## src/rtl/fpx_pkg.sv

```systemverilog
package fpx_pkg;
    // maskable exceptions: V Z O U I ; error E exists only as a cause
    localparam int NUM_EXC   = 5;
    localparam int CAUSE_W   = NUM_EXC + 1;
    localparam int RM_W      = 2;
    localparam int FLAG_LSB  = RM_W;
    localparam int EN_LSB    = FLAG_LSB + NUM_EXC;
    localparam int CAUSE_LSB = EN_LSB + NUM_EXC;
    localparam int REG_W     = CAUSE_LSB + CAUSE_W;
    localparam logic [RM_W-1:0] RM_RESET = 2'b01;

    typedef struct packed {
        logic [CAUSE_W-1:0] cause;
        logic [NUM_EXC-1:0] enable;
        logic [NUM_EXC-1:0] flag;
        logic [RM_W-1:0]    rmode;
        logic               trap;
    } fpx_state_t;
endpackage

```

## src/rtl/fpx_cause_next.sv

```systemverilog
module fpx_cause_next #(
    parameter int WIDTH = 6
) (
    input  logic             op_start,
    input  logic [WIDTH-1:0] evt,
    input  logic [WIDTH-1:0] cause_q,
    output logic [WIDTH-1:0] cause_nx
);
    for (genvar i = 0; i < WIDTH; i++) begin : g_bit
        // a new operation drops the old cause; this cycle's event is kept
        assign cause_nx[i] = evt[i] | (cause_q[i] & ~op_start);
    end
endmodule

```

## src/rtl/fpx_flag_next.sv

```systemverilog
module fpx_flag_next #(
    parameter int WIDTH = 5
) (
    input  logic [WIDTH-1:0] evt,
    input  logic [WIDTH-1:0] flag_q,
    output logic [WIDTH-1:0] flag_nx
);
    for (genvar i = 0; i < WIDTH; i++) begin : g_bit
        assign flag_nx[i] = flag_q[i] | evt[i];
    end
endmodule

```

## src/rtl/fpx_trap_detect.sv

```systemverilog
module fpx_trap_detect #(
    parameter int WIDTH = 5
) (
    input  logic             err_evt,
    input  logic [WIDTH-1:0] evt,
    input  logic [WIDTH-1:0] enable,
    output logic             hit
);
    logic [WIDTH-1:0] masked;
    for (genvar i = 0; i < WIDTH; i++) begin : g_bit
        assign masked[i] = evt[i] & enable[i];
    end
    assign hit = err_evt | (|masked);
endmodule

```

## src/rtl/fpx_status_reg.sv

```systemverilog
module fpx_status_reg
    import fpx_pkg::*;
#(
    parameter int DATA_W = 32
) (
    input  logic              clk,
    input  logic              rst_n,
    input  logic              op_start,
    input  logic [CAUSE_W-1:0] exc_evt,
    input  logic              sw_we,
    input  logic [DATA_W-1:0] sw_wdata,
    output logic [DATA_W-1:0] sw_rdata,
    output logic              trap_req,
    output logic [RM_W-1:0]   round_mode
);
    localparam int PAD_W = DATA_W - REG_W;

    fpx_state_t s_d, s_q;
    logic [CAUSE_W-1:0] cause_nx;
    logic [NUM_EXC-1:0] flag_nx;
    logic               trap_hit;
    logic [PAD_W-1:0]   wdata_unused_bits;

    assign wdata_unused_bits = sw_wdata[DATA_W-1:REG_W];

    fpx_cause_next #(.WIDTH(CAUSE_W)) u_cause (
        .op_start (op_start),
        .evt      (exc_evt),
        .cause_q  (s_q.cause),
        .cause_nx (cause_nx)
    );

    fpx_flag_next #(.WIDTH(NUM_EXC)) u_flag (
        .evt     (exc_evt[NUM_EXC-1:0]),
        .flag_q  (s_q.flag),
        .flag_nx (flag_nx)
    );

    fpx_trap_detect #(.WIDTH(NUM_EXC)) u_trap (
        .err_evt (exc_evt[CAUSE_W-1]),
        .evt     (exc_evt[NUM_EXC-1:0]),
        .enable  (s_q.enable),
        .hit     (trap_hit)
    );

    always_comb begin
        s_d      = s_q;
        s_d.trap = 1'b0;
        if (sw_we) begin
            s_d.cause  = sw_wdata[CAUSE_LSB +: CAUSE_W];
            s_d.enable = sw_wdata[EN_LSB +: NUM_EXC];
            s_d.flag   = sw_wdata[FLAG_LSB +: NUM_EXC];
            s_d.rmode  = sw_wdata[0 +: RM_W];
        end else begin
            s_d.cause = cause_nx;
            s_d.flag  = flag_nx;
            s_d.trap  = trap_hit;
        end
    end

    always_ff @(posedge clk or negedge rst_n) begin
        if (!rst_n) begin
            s_q        <= '0;
            s_q.rmode  <= RM_RESET;
        end else begin
            s_q <= s_d;
        end
    end

    assign sw_rdata   = {{PAD_W{1'b0}}, s_q.cause, s_q.enable, s_q.flag, s_q.rmode};
    assign trap_req   = s_q.trap;
    assign round_mode = s_q.rmode;
endmodule

```

## config.mk

```make
export PLATFORM = sky130hd
export DESIGN_NAME = fpx_status_reg
export DESIGN_NICKNAME = d
export VERILOG_FILES = /design/src/rtl/fpx_pkg.sv /design/src/rtl/fpx_cause_next.sv /design/src/rtl/fpx_flag_next.sv /design/src/rtl/fpx_trap_detect.sv /design/src/rtl/fpx_status_reg.sv
export SDC_FILE = /design/constraint.sdc
export NUM_CORES = 1
export LEC_CHECK = 0
export BUFFER_PORTS_ARGS = -buffer_cell sky130_fd_sc_hd__buf_2
export CORE_MARGIN = 1.5
export CORE_UTILIZATION = 35
export DETAILED_ROUTE_END_ITERATION = 12
export HOLD_SLACK_MARGIN = 0.03
export PLACE_DENSITY = 0.77
export SETUP_SLACK_MARGIN = 0.2
export SKIP_LAST_GASP = 1
export SLEW_MARGIN = 20
export SYNTH_ARGS = -nofsm -noshare
export SYNTH_HDL_FRONTEND = slang
export SYNTH_HIERARCHICAL = 1
export SYNTH_SLANG_ARGS = --single-unit
```

## constraint.sdc

```tcl
create_clock -name clk -period 0.9 [get_ports clk]
set_clock_uncertainty 0.05 [all_clocks]
set_input_delay 0.27 -clock clk [delete_from_list [all_inputs] [get_ports clk]]
set_output_delay 0.27 -clock clk [all_outputs]
set_load 0.02 [all_outputs]
```

* After elaboration in Yosys (flattened, before gate mapping)
Index checks and enable logic that the tools add are counted.
Storage, ports and cells: input port bits 42, logic and storage cells 33, register bits 19, output and inout port bits 35
Cells by class: bitwise gates (word level) 24, reductions and logical operators 1, multiplexer cells 3
Operator list (number):
- $or 1x1->1 | 12
- $and 1x1->1 | 11
- $mux 6 | 1
- $mux 5 | 1
- $reduce_or 5->1 | 1
- $mux 1 | 1
- $not 1->1 | 1

* Longest topological paths before layout
Gate-level depths: netlist of the first run.
word-level depth 4, mapped depth 3

* By module
Netlist of the first run, hierarchy kept.
Modules (own cells, without submodules):
- fpx_status_reg | area an instance 877.1 µm², instances 1, cells each 57
- fpx_cause_next | area an instance 48.8 µm², instances 1, cells each 7
- fpx_flag_next | area an instance 31.3 µm², instances 1, cells each 5
- fpx_trap_detect | area an instance 25.0 µm², instances 1, cells each 4

* Worst setup path before layout of the first run
No wires, ideal clock.
path kind register -> register, start point register s_q, in the netlist sw_rdata[2], end point register s_q, in the netlist sw_rdata[2], period minus slack after synthesis 1.079 ns, arrival 0.904 ns, cell stages (with the launch flop) 3, slack -0.179 ns, library setup time 0.125 ns, required time 0.725 ns, path buffers 0, cell sequence dfrtp_1 -> or2_1 -> mux2_4
RTL lines:
- from (decl) | RTL line fpx_status_reg.sv:18 | fpx_state_t s_d, s_q;

* Final worst setup path of the first run
start point register s_q, in the netlist round_mode[0], end point output round_mode[0]
RTL lines:
- to (decl) | RTL line fpx_status_reg.sv:14 | output logic [RM_W-1:0] round_mode
No word-level cell between the ends.

==> reports/metrics.csv, run 1 <==
stage,metric,value,unit
cells_and_area,insertedDiodeCount,0,
global_routing,grt_pass1_wl,3.56,mm
clock_tree,cts_inserted_buffers,3,
floorplanning,dieHeight,56.0,um
floorplanning,start_util,36.2,%
clock_tree,clock_path_buffers,2,
cells_and_area,fillCellCount,245,
yosys,synth_cell_types,15,
drt,viasPerCell,4.46,
clock_tree,numClockSinks,19,
min_path,hold_path.class,in -> async,
global_routing,antenna_found_initial,0,
setup_path,crit_type,reg -> out,
clock_tree,cts.reportedPaths.clkPinSlew,0.11,ns
drt,routedWlPerCell,12.8,um
setup_path,arrival,0.98,ns
clock_tree,htreeDepth,1,
power_and_ir_drop,ir_worst_vdd,0.867,mV
setup_path,path_max_fanout,3,
setup_path,worst-r2r-setup-slack,-0.21,ns
drt,vias,704,
yosys,post_synth.cell_area_avg,13.5,um^2
power_and_ir_drop,p_per_area,1470,mW/mm^2
setup_path,required,0.58,ns
setup_path,cp-start-kind,flop,
cells_and_area,final_util,53.4,%
power_and_ir_drop,finalPower,2120,uW
placement,io_buffers,48,
setup_path,endpoint_kind,output pin,
yosys,netlist_area,982,um^2
cells_and_area,stdcell_count,158,
global_routing,grt_start_max_net_pins,20,
yosys,ys_warn_count,6,
timing,fin_ws,-0.403,ns
timing,hold_ws,-0.154,ns
cells_and_area,area_delta_synth_final,47.4,%
timing,period_share,145,%
global_routing,overflow,0,
timing,clock.fmax,768,MHz
floorplanning,core-area,0.00271,mm^2
cells_and_area,fin_nets,170,
floorplanning,die_width,56.0,um
cells_and_area,final_common_cell,buf_2,
outcome,violations,"hold timing, setup timing",
global_routing,grt_pass1_vias,781,
timing,rsz0062_at_grt,true,
setup_path,r2r_start,sw_rdata[9]$_DFFE_PN0P_,
clock_tree,clockRootBuffer,clkbuf_4,
yosys,postSynthCellCount,73,
setup_path,critical_path.top_delay_family,flip-flops,
global_routing,grt_usage,14.4,%
floorplanning,ios,77,
placement,gp_congestion,0.673,
clock_tree,clock_latency,0.29,ns
cells_and_area,layout.cells.most_common_list,"27 x buf_2, 26 x buf_6, 14 x conb_1, 12 x dfrtp_2, 10 x mux2_4",
drt,dr.pass1.iters,2,
floorplanning,dieArea,0.00313,mm^2
yosys,ys_ff_latch,19,
placement,pre_cts_ws,-0.181,ns
clock_tree,cts_tree,done,
placement,hpwl,1.57,mm
timing,hold_viol,18,
power_and_ir_drop,p_leak,0.000718,uW
drt,drcViolationCount,0,
outcome,status,finished with violations,
drt,route.final.wire_length,2.02,mm
timing,maxSlewViolCount,0,
drt,ant_nets,0,
setup_path,cp_cell_sequence,buf_6,
yosys,ys_seq_area_share,48.5,%
setup_path,slowest_stage,dfstp_2,
setup_path,cpPeakStageDelay,0.58,ns
setup_path,worstPathBufferInverterCount,1,
cells_and_area,drive_above_1_share,73.2,%
placement,dp_cells,151,
floorplanning,num_rows,19,
timing,final-setup-viol-count,38,
flow_run,cap_violations,0,
timing,period_needed,1.30,ns
drt,first_iter_violations,1,
setup_path,startpoint,round_mode[0]$_DFFE_PN1P_,
-- routing by layer --
| layer | part of all wire [%] | global-route usage (%) | up-vias | wire, um |
|---|---|---|---|---|
| met5 | 0 | 0 | - | 0 |
| met4 | 0.50 | 4.08 | 0 | 10 |
| met3 | 8.2 | 3.72 | 2 | 165 |
| met2 | 54 | 25.5 | 39 | 1080 |
| met1 | 38 | 17.2 | 336 | 757 |
| li1 | - | - | 327 | - |
-- registers in the layout, indices dropped and copies added, names as in the netlist --
name / count
sw_rdata: 16
round_mode: 2
trap_req: 1
-- logic make-up after synthesis --
family | share of synthesized area (%)
DFF | 48.5
buffers and inverters | 15.8
muxes | 24.1
AOI/OAI and AO/OA | 6.62
and+or+nand+nor | 4.59
other | 0.382
-- stage by stage --
| step | TNS [ns] | cell area (um^2) |
|---|---|---|
| final | -7.71 | 1450 |
| after global routing | -9.04 | 1450 |
| after CTS | -8.00 | 1440 |
| after detailed placement | -3.12 | 1230 |
| after global placement | -2.90 | 1230 |
| after floorplan | -1.84 | 1070 |
-- area by class of cell --
type / instances / area [um^2] / area share [%]
Inverter: 1 / 3.75 / 0.259
Clock buffer: 4 / 26.3 / 1.82
Tap cell: 31 / 38.8 / 2.68
Multi-Input combinational cell: 48 / 419 / 29.0
Sequential cell: 19 / 492 / 34.0
Timing Repair Buffer: 55 / 468 / 32.3
-- synth_stat cells --
cell type | instances | share of area [%]
buf_4 | 16 | 12
mux2_4 | 9 | 14
dfrtp_1 | 18 | 46
a22oi_1 | 2 | 1.5
conb_1 | 1 | 0.38
buf_12 | 1 | 2.0
nand3_1 | 1 | 0.51
or2_1 | 5 | 3.2
buf_6 | 1 | 1.1
mux2_2 | 9 | 10
a21o_1 | 6 | 4.6
inv_2 | 1 | 0.38
a21oi_1 | 1 | 0.51
and2b_2 | 1 | 0.89
dfstp_2 | 1 | 2.7
-- power by group --
part | total, uW | switching [uW] | internal (uW)
Combinational | 692 | 314 | 378
Sequential | 1010 | 62.2 | 943
Clock | 426 | 254 | 172
Total | 2120 | 631 | 1490
-- worst paths after layout --
kind / depth (start not counted) / to
max in group asynchronous: 1 / round_mode[0]$_DFFE_PN1P_
setup reg to reg: 4 / trap_req$_DFF_PN0_
hold / removal: 1 / sw_rdata[8]$_DFFE_PN0P_
setup / recovery: 1 / round_mode[0]
min in group clk: 2 / sw_rdata[8]$_DFFE_PN0P_
hold reg to reg: 1 / round_mode[1]$_DFFE_PN0P_
-- what timing repair did --
action | in CTS | in global routing
endpoints found under the setup margin | 40 | 40
endpoints found under the hold margin | 18 | 18
setup buffers | 3 | 0
resized for setup | 49 | 1
pin swaps | 2 | 2
Power figures use the tool's default switching activity.
==> run 2: changes to the inputs <==
Settings changed: CORE_ASPECT_RATIO set to 0.75.
==> run 2 against run 1 <==
Compared with the run above:
- the flow still finishes with violations (hold timing, setup timing)
- die area is essentially flat
- cell area grew 4.7%
- sequential power is essentially flat
- hold slack gained 0.043 ns
- wire length shrank 1.5%
- critical path type unchanged
- largest cell class is now buffers
- largest power group unchanged
==> reports/metrics.csv, run 2 (synthesized netlist as in run 1, its figures left out) <==
stage,metric,value,unit
clock_tree,cts.reportedPaths.clkPinSlew,0.07,ns
drt,drcViolationCount,0,
cells_and_area,insertedDiodeCount,0,
floorplanning,die_width,64.2,um
drt,viasPerCell,4.39,
setup_path,path_max_fanout,3,
timing,fin_ws,-0.348,ns
floorplanning,dieHeight,48.9,um
clock_tree,clockRootBuffer,clkbuf_8,
setup_path,worst-r2r-setup-slack,-0.22,ns
clock_tree,clock_latency,0.25,ns
power_and_ir_drop,power_switching,652,uW
clock_tree,cts_inserted_buffers,3,
placement,pre_cts_ws,-0.173,ns
placement,hpwl,1.51,mm
power_and_ir_drop,ir_worst_vdd,1.29,mV
drt,vias,733,
cells_and_area,fin_nets,174,
cells_and_area,drive_above_1_share,74.8,%
power_and_ir_drop,switching_share,28.2,%
power_and_ir_drop,p_leak,0.000761,uW
drt,routedWlPerCell,11.9,um
placement,io_buffers,48,
clock_tree,cts_tree,done,
flow_run,cap_violations,0,
setup_path,arrival,0.93,ns
clock_tree,numClockSinks,19,
global_routing,antenna_found_initial,0,
cells_and_area,design_area,0.00152,mm^2
placement,place_area,0.00125,mm^2
cells_and_area,largest_reg_flops,16,
timing,hold_viol,18,
setup_path,worstPathBufferInverterCount,1,
floorplanning,dieArea,0.00314,mm^2
setup_path,cpPeakStageDelay,0.56,ns
timing,final-setup-viol-count,37,
floorplanning,ios,77,
outcome,violations,"hold timing, setup timing",
power_and_ir_drop,intPower,1660,uW
placement,gp_congestion,0.643,
global_routing,grt_usage,13.9,%
timing,period_needed,1.25,ns
clock_tree,clock_path_buffers,2,
floorplanning,num_rows,16,
power_and_ir_drop,combPwrFrac,31.5,%
power_and_ir_drop,seq_power_share,43.5,%
cells_and_area,stdcell_count,167,
setup_path,cp-start-kind,flop,
placement,dp_cells,157,
timing,rsz0062_at_grt,true,
global_routing,use_met2,23.6,%
global_routing,grt_start_max_net_pins,20,
drt,route.final.wire_length,1.99,mm
setup_path,crit_type,reg -> out,
cells_and_area,layout.cells.most_common_list,"28 x buf_6, 27 x buf_2, 14 x conb_1, 13 x mux2_4, 12 x dfrtp_2",
setup_path,required,0.58,ns
power_and_ir_drop,p_per_area,1530,mW/mm^2
drt,first_iter_violations,12,
timing,maxSlewViolCount,0,
cells_and_area,final_common_cell,buf_6,
cells_and_area,fillCellCount,217,
global_routing,grtUsageMet3,5.54,%
power_and_ir_drop,finalPower,2310,uW
clock_tree,htreeDepth,1,
timing,clock.fmax,801,MHz
setup_path,slowest_stage,dfstp_2,
drt,dr.pass1.iters,2,
floorplanning,core-area,0.00264,mm^2
min_path,hold_path.class,in -> async,
global_routing,grt_pass1_vias,706,
timing,period_share,139,%
timing,hold_ws,-0.111,ns
global_routing,top_usage_layer,met2,
timing,fin_setup_tns,-6.87,ns
setup_path,endpoint_kind,output pin,
power_and_ir_drop,p_clk_share,25.0,%
drt,ant_nets,0,
global_routing,grt_pass1_wl,3.28,mm
setup_path,cp_cell_sequence,buf_6,
floorplanning,start_util,37.2,%
setup_path,critical_path.top_delay_family,flip-flops,
global_routing,overflow,0,
global_routing,met1_usage,16.6,%
cells_and_area,area_delta_synth_final,54.3,%
outcome,status,finished with violations,
-- run 2: cell count changes in the layout (fill, tap and decap cells not counted), moves of 2 or more --
cell	before	now
clkbuf_4	3	0
clkbuf_8	0	3
mux2_2	8	5
buf_6	26	28
mux2_4	10	13
buf_4	0	2
-- run 2: metal layers --
| metal | up-vias | part of all wire [%] |
|---|---|---|
| met3 | 2 | 7.9 |
| li1 | 335 | - |
| met4 | 0 | 0.45 |
| met1 | 356 | 41 |
| met2 | 40 | 50 |
| met5 | - | 0 |
-- run 2: worst paths after layout --
| kind | startpoint | end | cells after the start |
|---|---|---|---|
| worst min register to register | sw_rdata[8]$_DFFE_PN0P_ | sw_rdata[8]$_DFFE_PN0P_ | 1 |
| min in group clk | sw_wdata[8] | sw_rdata[8]$_DFFE_PN0P_ | 2 |
| worst min-delay path | rst_n | sw_rdata[5]$_DFF_PN0_ | 1 |
| worst max register to register | sw_rdata[9]$_DFFE_PN0P_ | trap_req$_DFF_PN0_ | 4 |
| max in group asynchronous | rst_n | round_mode[0]$_DFFE_PN1P_ | 1 |
| worst max-delay path | round_mode[0]$_DFFE_PN1P_ | round_mode[0] | 1 |
-- run 2: stage by stage --
step / utilization [%] / hold WS (ns)
2_1_floorplan: - / -0.0756
3_3_place_gp: 47.2 / 0.173
3_5_place_dp: 47.2 / 0.186
4_1_cts: 56.1 / -0.0934
5_1_grt: 57.3 / -0.0935
6_report: 57.3 / -0.111
-- run 2: what timing repair did --
action,4_1_cts,5_1_grt
endpoints found under the setup margin,40,40
cloned,0,0
endpoints found under the hold margin,18,18
pin swaps,0,0
gates resized for setup,49,5
buffers inserted,4,2
-- run 2: power groups by stage --
stage	clock network, uW	registers (uW)	logic, uW
finish	578	1010	727
floorplan	0	1100	302
global placement	0	996	541
global route	657	1010	776
detailed placement	0	1000	552
CTS	602	1010	704
-- run 2: final cells by class --
cell class / instances / area (um^2) / share of cell area (%)
sequential: 19 / 492 / 32.5
tap: 36 / 45.0 / 2.97
timing repair buffer: 59 / 505 / 33.4
inverter: 1 / 3.75 / 0.248
clock buffer: 3 / 41.3 / 2.73
clock inverter: 1 / 5.00 / 0.330
multi-input combinational: 48 / 423 / 27.9
